==> config.mk <==
export PLATFORM = sky130hd
export DESIGN_NAME = embsync_decoder
export DESIGN_NICKNAME = d
export VERILOG_FILES = /design/src/rtl/embsync_pkg.sv /design/src/rtl/embsync_word_check.sv /design/src/rtl/embsync_trs_fsm.sv /design/src/rtl/embsync_line_capture.sv /design/src/rtl/embsync_decoder.sv
export SDC_FILE = /design/constraint.sdc
export NUM_CORES = 1
export LEC_CHECK = 0
export ABC_CLOCK_PERIOD_IN_PS = 2100
export CAP_MARGIN = 0
export CORE_MARGIN = 10
export CORE_UTILIZATION = 41
export CTS_BUF_LIST = sky130_fd_sc_hd__clkbuf_8
export CTS_CLUSTER_DIAMETER = 120
export DETAILED_ROUTE_END_ITERATION = 16
export GPL_ROUTABILITY_DRIVEN = 0
export PLACE_DENSITY = 0.72
export SLEW_MARGIN = 10
export SYNTH_ARGS = -nofsm -noshare
export SYNTH_HDL_FRONTEND = slang
export SYNTH_SLANG_ARGS = --single-unit
==> constraint.sdc <==
create_clock -name clk -period 2.1 [get_ports clk]
set_input_delay 0.315 -clock clk [delete_from_list [all_inputs] [get_ports clk]]
set_output_delay 0.315 -clock clk [all_outputs]
set_load 0.02 [all_outputs]
==> src/rtl/embsync_pkg.sv <==
package embsync_pkg;

   typedef enum logic [2:0] {
      ST_HUNT,
      ST_ZERO1,
      ST_ZERO2,
      ST_STATUS,
      ST_LINE_LO,
      ST_LINE_HI
   } dec_state_t;

   // Expected protection nibble {P3,P2,P1,P0} for given F, V, H.
   function automatic logic [3:0] prot_calc(input logic f, input logic v, input logic h);
      return {v ^ h, f ^ h, f ^ v, f ^ v ^ h};
   endfunction

endpackage

==> src/rtl/embsync_word_check.sv <==
module embsync_word_check #(
   parameter int BYTE_W       = 8,
   parameter bit CHECK_HALVES = 1'b1
) (
   input  logic [2*BYTE_W-1:0] word_i,
   output logic                all_ones_o,
   output logic                all_zero_o,
   output logic                halves_ok_o,
   output logic [BYTE_W-1:0]   low_byte_o
);
   localparam int WORD_W = 2 * BYTE_W;

   assign all_ones_o = (word_i == {WORD_W{1'b1}});
   assign all_zero_o = (word_i == {WORD_W{1'b0}});
   assign low_byte_o = word_i[BYTE_W-1:0];

   generate
      if (CHECK_HALVES) begin : g_halves_cmp
         assign halves_ok_o = (word_i[WORD_W-1:BYTE_W] == word_i[BYTE_W-1:0]);
      end else begin : g_halves_skip
         assign halves_ok_o = 1'b1;
      end
   endgenerate

endmodule

==> src/rtl/embsync_trs_fsm.sv <==
module embsync_trs_fsm
   import embsync_pkg::*;
#(
   parameter int BYTE_W = 8
) (
   input  logic                clk,
   input  logic                rst_n,
   input  logic [2*BYTE_W-1:0] word_i,
   input  logic                all_ones_i,
   input  logic                all_zero_i,
   input  logic                halves_ok_i,
   input  logic [BYTE_W-1:0]   low_byte_i,
   output logic                fld_o,
   output logic                vbl_o,
   output logic                hbl_o,
   output logic                de_o,
   output logic [2*BYTE_W-1:0] pix_o,
   output logic                sync_err_o,
   output logic                prot_err_o,
   output logic                lo_stb_o,
   output logic                hi_stb_o
);
   localparam int MSB_POS = BYTE_W - 1;
   localparam int F_POS   = BYTE_W - 2;
   localparam int V_POS   = BYTE_W - 3;
   localparam int H_POS   = BYTE_W - 4;

   dec_state_t state_q;
   logic       run_q;
   logic       rx_f, rx_v, rx_h;
   logic [3:0] rx_prot;
   logic       prot_ok;

   assign rx_f    = low_byte_i[F_POS];
   assign rx_v    = low_byte_i[V_POS];
   assign rx_h    = low_byte_i[H_POS];
   assign rx_prot = low_byte_i[3:0];
   assign prot_ok = (rx_prot == prot_calc(rx_f, rx_v, rx_h)) && halves_ok_i;

   assign lo_stb_o = (state_q == ST_LINE_LO);
   assign hi_stb_o = (state_q == ST_LINE_HI);

   always_ff @(posedge clk or negedge rst_n) begin
      if (!rst_n) begin
         state_q    <= ST_HUNT;
         run_q      <= 1'b0;
         fld_o      <= 1'b0;
         vbl_o      <= 1'b0;
         hbl_o      <= 1'b0;
         de_o       <= 1'b0;
         pix_o      <= '0;
         sync_err_o <= 1'b0;
         prot_err_o <= 1'b0;
      end else begin
         sync_err_o <= 1'b0;
         prot_err_o <= 1'b0;
         de_o       <= 1'b0;
         unique case (state_q)
            ST_HUNT: begin
               if (all_ones_i) begin
                  run_q   <= 1'b0;
                  state_q <= ST_ZERO1;
               end else if (run_q) begin
                  de_o  <= 1'b1;
                  pix_o <= word_i;
               end
            end
            ST_ZERO1: begin
               if (all_zero_i) begin
                  state_q <= ST_ZERO2;
               end else begin
                  sync_err_o <= 1'b1;
                  state_q    <= ST_HUNT;
               end
            end
            ST_ZERO2: begin
               if (all_zero_i) begin
                  state_q <= ST_STATUS;
               end else begin
                  sync_err_o <= 1'b1;
                  state_q    <= ST_HUNT;
               end
            end
            ST_STATUS: begin
               if (!low_byte_i[MSB_POS]) begin
                  sync_err_o <= 1'b1;
                  state_q    <= ST_HUNT;
               end else if (!prot_ok) begin
                  prot_err_o <= 1'b1;
                  state_q    <= ST_HUNT;
               end else begin
                  fld_o <= rx_f;
                  vbl_o <= rx_v;
                  hbl_o <= rx_h;
                  if (rx_h) begin
                     state_q <= ST_LINE_LO;
                  end else begin
                     run_q   <= !rx_v;
                     state_q <= ST_HUNT;
                  end
               end
            end
            ST_LINE_LO: state_q <= ST_LINE_HI;
            ST_LINE_HI: state_q <= ST_HUNT;
            default:    state_q <= ST_HUNT;
         endcase
      end
   end

   // strobe only inside an active region
   p_de_active_r4: assert property (@(posedge clk) disable iff (!rst_n)
      de_o |-> (!vbl_o && !hbl_o));
   // an all-ones word while searching ends the strobe
   p_de_drop_r4: assert property (@(posedge clk) disable iff (!rst_n)
      (state_q == ST_HUNT && all_ones_i) |=> !de_o);
   // no strobe on a status word
   p_no_de_status_r4: assert property (@(posedge clk) disable iff (!rst_n)
      (state_q == ST_STATUS) |=> !de_o);
   // flags held on a protection fault
   p_prot_hold_r3: assert property (@(posedge clk) disable iff (!rst_n)
      prot_err_o |-> $stable({fld_o, vbl_o, hbl_o}));
   // flags held on a preamble fault
   p_sync_hold_r6: assert property (@(posedge clk) disable iff (!rst_n)
      sync_err_o |-> $stable({fld_o, vbl_o, hbl_o}));
   // single-cycle error pulses
   p_sync_pulse_r11: assert property (@(posedge clk) disable iff (!rst_n)
      sync_err_o |=> !sync_err_o);
   p_prot_pulse_r11: assert property (@(posedge clk) disable iff (!rst_n)
      prot_err_o |=> !prot_err_o);

endmodule

==> src/rtl/embsync_line_capture.sv <==
module embsync_line_capture #(
   parameter int BYTE_W = 8,
   parameter int LINE_W = 11
) (
   input  logic              clk,
   input  logic              rst_n,
   input  logic              lo_stb_i,
   input  logic              hi_stb_i,
   input  logic              halves_ok_i,
   input  logic [BYTE_W-1:0] byte_i,
   output logic [LINE_W-1:0] line_o,
   output logic              line_err_o
);
   localparam int LO_W  = BYTE_W - 1;
   localparam int HI_W  = LINE_W - LO_W;
   localparam int TAG_W = BYTE_W - HI_W;
   localparam logic [TAG_W-1:0] HI_TAG = TAG_W'(1) << (TAG_W - 1);

   generate
      if (HI_W < 1 || TAG_W < 2) begin : g_bad_split
         $error("line width does not fit the two line words");
      end
   endgenerate

   logic [LO_W-1:0] lo_q;
   logic            lo_bad_q;
   logic            hi_bad;

   assign hi_bad = (byte_i[BYTE_W-1:HI_W] != HI_TAG) || !halves_ok_i;

   always_ff @(posedge clk or negedge rst_n) begin
      if (!rst_n) begin
         lo_q       <= '0;
         lo_bad_q   <= 1'b0;
         line_o     <= '0;
         line_err_o <= 1'b0;
      end else begin
         line_err_o <= 1'b0;
         if (lo_stb_i) begin
            lo_q     <= byte_i[LO_W-1:0];
            lo_bad_q <= (byte_i[BYTE_W-1] == byte_i[BYTE_W-2]) || !halves_ok_i;
         end
         if (hi_stb_i) begin
            if (lo_bad_q || hi_bad) begin
               line_err_o <= 1'b1;
            end else begin
               line_o <= {byte_i[HI_W-1:0], lo_q};
            end
         end
      end
   end

   // line number held on a framing fault
   p_line_hold_r9: assert property (@(posedge clk) disable iff (!rst_n)
      line_err_o |-> $stable(line_o));
   // single-cycle line error
   p_line_pulse_r11: assert property (@(posedge clk) disable iff (!rst_n)
      line_err_o |=> !line_err_o);
   // line number only moves on the second line word
   p_line_when_r8: assert property (@(posedge clk) disable iff (!rst_n)
      !$past(hi_stb_i) |-> $stable(line_o));

endmodule

==> src/rtl/embsync_decoder.sv <==
module embsync_decoder #(
   parameter int BYTE_W       = 8,
   parameter int LINE_W       = 11,
   parameter bit CHECK_HALVES = 1'b1
) (
   input  logic                clk,
   input  logic                rst_n,
   input  logic [2*BYTE_W-1:0] vid_in,
   output logic                fld_o,
   output logic                vblank_o,
   output logic                hblank_o,
   output logic                pix_valid_o,
   output logic [2*BYTE_W-1:0] pix_o,
   output logic [LINE_W-1:0]   line_o,
   output logic                prot_err_o,
   output logic                sync_err_o,
   output logic                line_err_o
);
   generate
      if (BYTE_W != 8) begin : g_bad_byte
         $error("status byte layout needs BYTE_W of 8");
      end
   endgenerate

   logic              all_ones, all_zero, halves_ok;
   logic [BYTE_W-1:0] low_byte;
   logic              lo_stb, hi_stb;

   embsync_word_check #(
      .BYTE_W      (BYTE_W),
      .CHECK_HALVES(CHECK_HALVES)
   ) u_check (
      .word_i     (vid_in),
      .all_ones_o (all_ones),
      .all_zero_o (all_zero),
      .halves_ok_o(halves_ok),
      .low_byte_o (low_byte)
   );

   embsync_trs_fsm #(
      .BYTE_W(BYTE_W)
   ) u_fsm (
      .clk        (clk),
      .rst_n      (rst_n),
      .word_i     (vid_in),
      .all_ones_i (all_ones),
      .all_zero_i (all_zero),
      .halves_ok_i(halves_ok),
      .low_byte_i (low_byte),
      .fld_o      (fld_o),
      .vbl_o      (vblank_o),
      .hbl_o      (hblank_o),
      .de_o       (pix_valid_o),
      .pix_o      (pix_o),
      .sync_err_o (sync_err_o),
      .prot_err_o (prot_err_o),
      .lo_stb_o   (lo_stb),
      .hi_stb_o   (hi_stb)
   );

   embsync_line_capture #(
      .BYTE_W(BYTE_W),
      .LINE_W(LINE_W)
   ) u_line (
      .clk        (clk),
      .rst_n      (rst_n),
      .lo_stb_i   (lo_stb),
      .hi_stb_i   (hi_stb),
      .halves_ok_i(halves_ok),
      .byte_i     (low_byte),
      .line_o     (line_o),
      .line_err_o (line_err_o)
   );

endmodule

# [Word-level counts from Yosys, hierarchy flattened]
# Index checks and enable logic that the tools add are counted.
# W data, S select, Z words.
[totals] regBits=46 output_inout_bits=34 wordCells=70
[classes] n_eq_ne=14 mux=23 bitwise_logic=6 reduce_logical=14
[op_table] op="$eq A16 B16 Y1 const B" n=1
[op_table] op="$logic_not A16 Y1" n=1
[op_table] op="$pmux W3 S5" n=1
[op_table] op="$mux W1" n=14
[op_table] op="$mux W3" n=4
[op_table] op="$eq A8 B8 Y1" n=1
[op_table] op="$eq A3 B2 Y1 const B" n=2
[op_table] op="$eq A3 B3 Y1 const B" n=2
[op_table] op="$ne A2 B2 Y1 const B" n=3
[op_table] op="$reduce_and A3 Y1" n=2
[op_table] op="$reduce_and A5 Y1" n=1
[op_table] op="$eq A4 B4 Y1" n=1
[op_table] op="$mux W2" n=2
[op_table] op="$ne A4 B4 Y1 const B" n=1
[op_table] op="$pmux W1 S2" n=2
[op_table] op="$xor A1 B1 Y1" n=4
[op_table] op="$eq A3 B1 Y1 const B" n=1
[op_table] op="$logic_not A3 Y1" n=1
[op_table] op="$logic_or A1 B1 Y1" n=3
[op_table] op="$logic_not A1 Y1" n=2
[op_table] op="$ne A2 B1 Y1 const B" n=1
[op_table] op="$not A1 Y1" n=2
[op_table] op="$reduce_and A2 Y1" n=1
[op_table] op="$reduce_bool A2 Y1" n=1
[op_table] op="3 further kinds" n=3

# [Logic depth before layout (Yosys ltp)]
# Gate-level depths: netlist of run 1.
[depth] word_depth=7 ltp_mapped=8 ltp_nobuf=7

# [By module]
# From an unflattened synthesis of run 1, not the netlist that was laid out.
[hier_totals] cells_unflattened=204 area_unflattened_um2=2240.9
[modules_own_cells] module="embsync_trs_fsm" instances=1 cells_per_inst=127 area_per_inst_um2=1194.9
[modules_own_cells] module="embsync_line_capture" instances=1 cells_per_inst=48 area_per_inst_um2=828.3
[modules_own_cells] module="embsync_word_check" instances=1 cells_per_inst=29 area_per_inst_um2=217.7

# [Worst setup path after synthesis of run 1]
# No wires, ideal clock.
[synth_timing] path_kind="input-to-reg" from="in vid_in[5]" to="reg u_fsm.fld_o" setup_ns=0.125 t_arrival_ns=2.093 required_ns=1.975 setup_slack_ns=-0.118 cell_stages=8 n_path_buf=1 cell_sequence="buf_2 inv_1 ha_1 xor2_1 a21oi_1 or4b_4 nor3_4 mux2_2"
[synth_via] elab_chain_len=5 elab_cells_between_ends=7
[synth_rtl] element="start, declared" line="embsync_decoder.sv:8" rtl="input logic [2*BYTE_W-1:0] vid_in,"
[synth_rtl] element="$xor A1 B1 Y1 (2 in a row)" line="embsync_pkg.sv:14" rtl="return {v ^ h, f ^ h, f ^ v, f ^ v ^ h};"
[synth_rtl] element="$eq A4 B4 Y1" line="embsync_trs_fsm.sv:38" rtl="assign prot_ok = (rx_prot == prot_calc(rx_f, rx_v, rx_h)) && halves_ok_i;"
[synth_rtl] element="$logic_and A1 B1 Y1 (*)" line="embsync_trs_fsm.sv:38"
[synth_rtl] element="$reduce_and A3 Y1 (no line) (*)"
[synth_rtl] element="end signal, assigned" line="embsync_trs_fsm.sv:92" rtl="fld_o <= rx_f;"
[synth_rtl] element="end, declared" line="embsync_trs_fsm.sv:13" rtl="output logic fld_o,"
# Every way passes the cells marked *; elsewhere a longest branch is shown, timed or not.
# A chain may end at the register's enable or synchronous reset.

# [Worst setup path in the final report of run 1]
[layout_timing] from="in vid_in[3]" to="reg u_fsm.fld_o"
[layout_via] elab_chain_len=3 elab_cells_between_ends=4
[layout_rtl] element="$eq A8 B8 Y1 / $eq A4 B4 Y1 (equally long branches)" line="embsync_word_check.sv:19, embsync_trs_fsm.sv:38"
[layout_rtl] element="$logic_and A1 B1 Y1 (*)" line="embsync_trs_fsm.sv:38"
[layout_rtl] element="$reduce_and A3 Y1 (no line) (*)"
# Marks and branches as above.

==> impl_results.md, run 1 <==
* Outcome: complete, no violations
* Num Clock Sinks at between 40 and 50
* Leak Pwr at between 1 and 1.5 nW
* Capture point of the worst reg-to-reg path: u_fsm.pix_o[5]
* Post-Syn Nets at between 150 and 200
* CTS Buf Count at 5
* DRC viols at 0
* Final instance area at around 3000 um^2
* Clk root buf: clkbuf_8
* CTS tree: built
* Max stage delay on crit path at 0.60 ns
* Wire per inst at between 15 and 20 um
* Worst hold path type: primary input to asynchronous set/reset pin
* Crit path buffers/inverters at 1
* Least-Margin Pin Slew at around 0.57 ns
* Worst R2R Path Depth at 4
* Yosys warnings at 0
* Crit path cell chain: dlygate4sd2_1 > xnor2_1 > nand4_1 > or4b_4 > nor3_4 > mux2_4
* Max-Cap Viols at 0
* CP max-delay cell: or4b_4
* Post-synthesis compound-gate area fraction at 2.67%
* Maximum vdd drop at ~0.44 mV
* CP Launch Point: vid_in[3]
* CP Depth at 6
* IO Count at between 50 and 60
* P_int at ~1.3 mW
* Skew final at approximately 0.005 ns
* CP Capture Type: register
* Iteration-0 DRC Markers at 33
* Largest net degree at the start of global routing at 47
* Syn_area_per_cell at around 13 um^2
* Post-synthesis sequential area ratio at between 50% and 60%
* Wirelength, routed at ~5 mm
* Nets@finish at 260
* Total power at approximately 1.7 mW
* Layout Utilization at around three fifths
* Hold Slack at between 0.09 and 0.1 ns
* Final setup vio count at 0
* Fillers at between 400 and 500
* XOR/XNOR Fraction of Synth Area at approximately 5.7%
* Crit path to: u_fsm.fld_o
* Post-Place Cell Area at between 2000 and 3000 um^2
* Final HPWL DP at ~3.8 mm
* Global-route wire length before repair at about 8.3 mm
* Slew Viols, Final at 0
* Post-route worst setup slack at between 0.1 and 0.15 ns
* Vias in the first global route at 1651
* NetSw at approximately 0.36 mW
* Crit path max fanout at 4
* Post-route clock period utilization at between 90% and 100%
* R2R setup slack at 0.34 ns
* Synth Area in Adders at 2.90%
* Antenna fix cells at 0
* Post-DRT Antenna Nets at 0
* Site Rows at 26
* Vias/cell at 4.84
* Final setup TNS at 0 ns
* Post-route insts no fill at 307
* Slew HR at slightly above 60%
* Bufs on Longest Clock Path at 2
* Clock-pin slew on the worst setup and hold paths at ~0.080 ns
* PortBufs at between 50 and 60
* Synthesized area at about 2200 um^2
* Clock network fraction of design power at 38.9%
* H-tree depth at 2
* Post-Synthesis Cells at ~170
* Vias after detailed routing at around 1500
* Commonest cells after routing, fill and taps aside: 46 x dfrtp_1, 34 x mux2_2, 34 x clkdlybuf4s50_1
* DR pass1 iterations at 4
* Commonest non-fill, non-tap cell in the layout: dfrtp_1
* Worst r2r src: u_fsm.state_q[2]
* FMAX at 500 MHz
* Distinct cell type count after synthesis at 33
* #FFs+latches synth at 46
* Dpl cells at 299
* Post-synth EDFFs at 0
* Sw Ratio at a little over a fifth
* Clock period minus worst slack at roughly 2.0 ns
* Critical Path RT at 2.28 ns
* Layout cells sized above 1 at approximately a third
* Sequential power share at between 50% and 60%
* Area growth, synth to finish at 40.1%
* Die X at between 90 and 100 um
* Comb power frac at under 10%
* CP startpoint kind: primary input
* Final hold viol count at 0
* Initial core utilization at about 42%
* Clk_lat worst skew at around 0.29 ns
* Initial antenna violation count at 0
* Post-Synth Simple-Gate Area at 10.7%
* Unrepaired setup endpoints after global routing: false
* Top FF cell, synth: dfrtp_1
* Cell family with most CP delay: simple AND/OR/NAND/NOR gates
* Largest family of logic cells by synthesized area: multiplexers
* Pre-CTS setup slack at -0.540 ns
* DIE AREA at about 8600 um^2
* Power Density at about 560 nW/um^2
* Die height at slightly above 90 um
* Grt ovf at 0
* Mux share of post-synthesis cell area at ~20%
* Overall routing resource usage at around an eighth
* Core Area at approximately 5000 um^2
* CP Data Arrival Time at around 2.2 ns
* Async SR Flop Fraction at between 90% and 100%
* Crit Path Category: primary input to register
==> state kept, by name, summed over array words and instances (netlist names) <==
name,count
u_fsm.de_o,1
u_fsm.fld_o,1
u_fsm.hbl_o,1
u_fsm.pix_o,16
u_fsm.prot_err_o,1
u_fsm.run_q,1
u_fsm.state_q,3
u_fsm.sync_err_o,1
u_fsm.vbl_o,1
u_line.line_err_o,1
u_line.line_o,11
u_line.lo_bad_q,1
u_line.lo_q,7
==> how the worst min path moves through the flow <==
stage | from | end | slack, ns | depth (start not counted)
floorplan | rst_n | u_fsm.de_o | 0.02 | 0
global placement | rst_n | u_line.line_o[1] | 0.44 | 2
detailed placement | rst_n | u_line.line_o[1] | 0.44 | 2
CTS | rst_n | u_line.lo_q[0] | 0.12 | 2
global route | rst_n | u_line.lo_q[0] | 0.14 | 2
finish | rst_n | u_line.line_o[1] | 0.1 | 2
==> cell type report <==
type	instances	area, um^2	share of cell area [%]
sequential	46	1150	38.1
multi-input combinational	103	942	31.2
timing repair buffer	76	707	23.4
tap	70	87.6	2.90
clock buffer	6	82.6	2.73
clock inverter	1	30.0	0.993
inverter	5	23.8	0.786
==> kinds of logic after synthesis <==
| group | count (synthesis) |
|---|---|
| XOR/XNOR | 14 |
| adder cells (fa/ha/maj) | 5 |
| AND/OR/NAND/NOR | 37 |
| AO/OA/AOI/OAI | 8 |
| multiplexers | 39 |
| flip-flops | 46 |
| buffers and inverters | 17 |
==> routing by layer <==
layer / global-route usage, % / part of all wire [%]
met4: 4.37 / 1.1
met1: 13.4 / 41
met3: 4.36 / 6.5
met5: 0 / 0
met2: 21.0 / 51
==> synthesized netlist by cell type, drive strengths merged (3+ instances only) <==
library cell	count	share of area [%]
buf	7	2.6
nor2	8	1.4
xnor2	11	4.5
nor3	3	1.2
clkbuf	5	0.99
xor2	3	1.2
nor4b	3	1.9
inv	5	0.87
mux2	38	20
nand2	8	1.4
nand4	7	2.0
ha	5	2.9
a21oi	3	0.70
dfrtp	46	53
==> power groups by stage <==
stage | sequential, mW | clock [mW] | combinational, mW
finish | 0.888 | 0.661 | 0.149
global route | 0.888 | 0.708 | 0.166
CTS | 0.888 | 0.677 | 0.153
detailed placement | 0.905 | 0 | 0.159
global placement | 0.905 | 0 | 0.157
floorplan | 0.907 | 0 | 0.0678
==> what timing repair did <==
| action | CTS | global route |
|---|---|---|
| setup endpoints to repair | 21 | 9 |
| pin swaps | 3 | 3 |
| hold buffers | 0 | 0 |
| gates resized for setup | 19 | 6 |
| setup buffers | 1 | 0 |
==> worst reg2reg max path, stage by stage (launching register included) <==
cell	delay, ns
dfrtp_1	0.47
or2_1	0.31
nor4b_4	0.32
buf_12	0.20
mux2_2	0.35
No activity file was read; power rests on OpenSTA's default activity.
==> inputs of run 2 (changes only) <==
CTS_CLUSTER_DIAMETER = 100   (was 120)
==> results of run 2 <==
The final DEF is identical to that of run 1; final timing and power are the same.
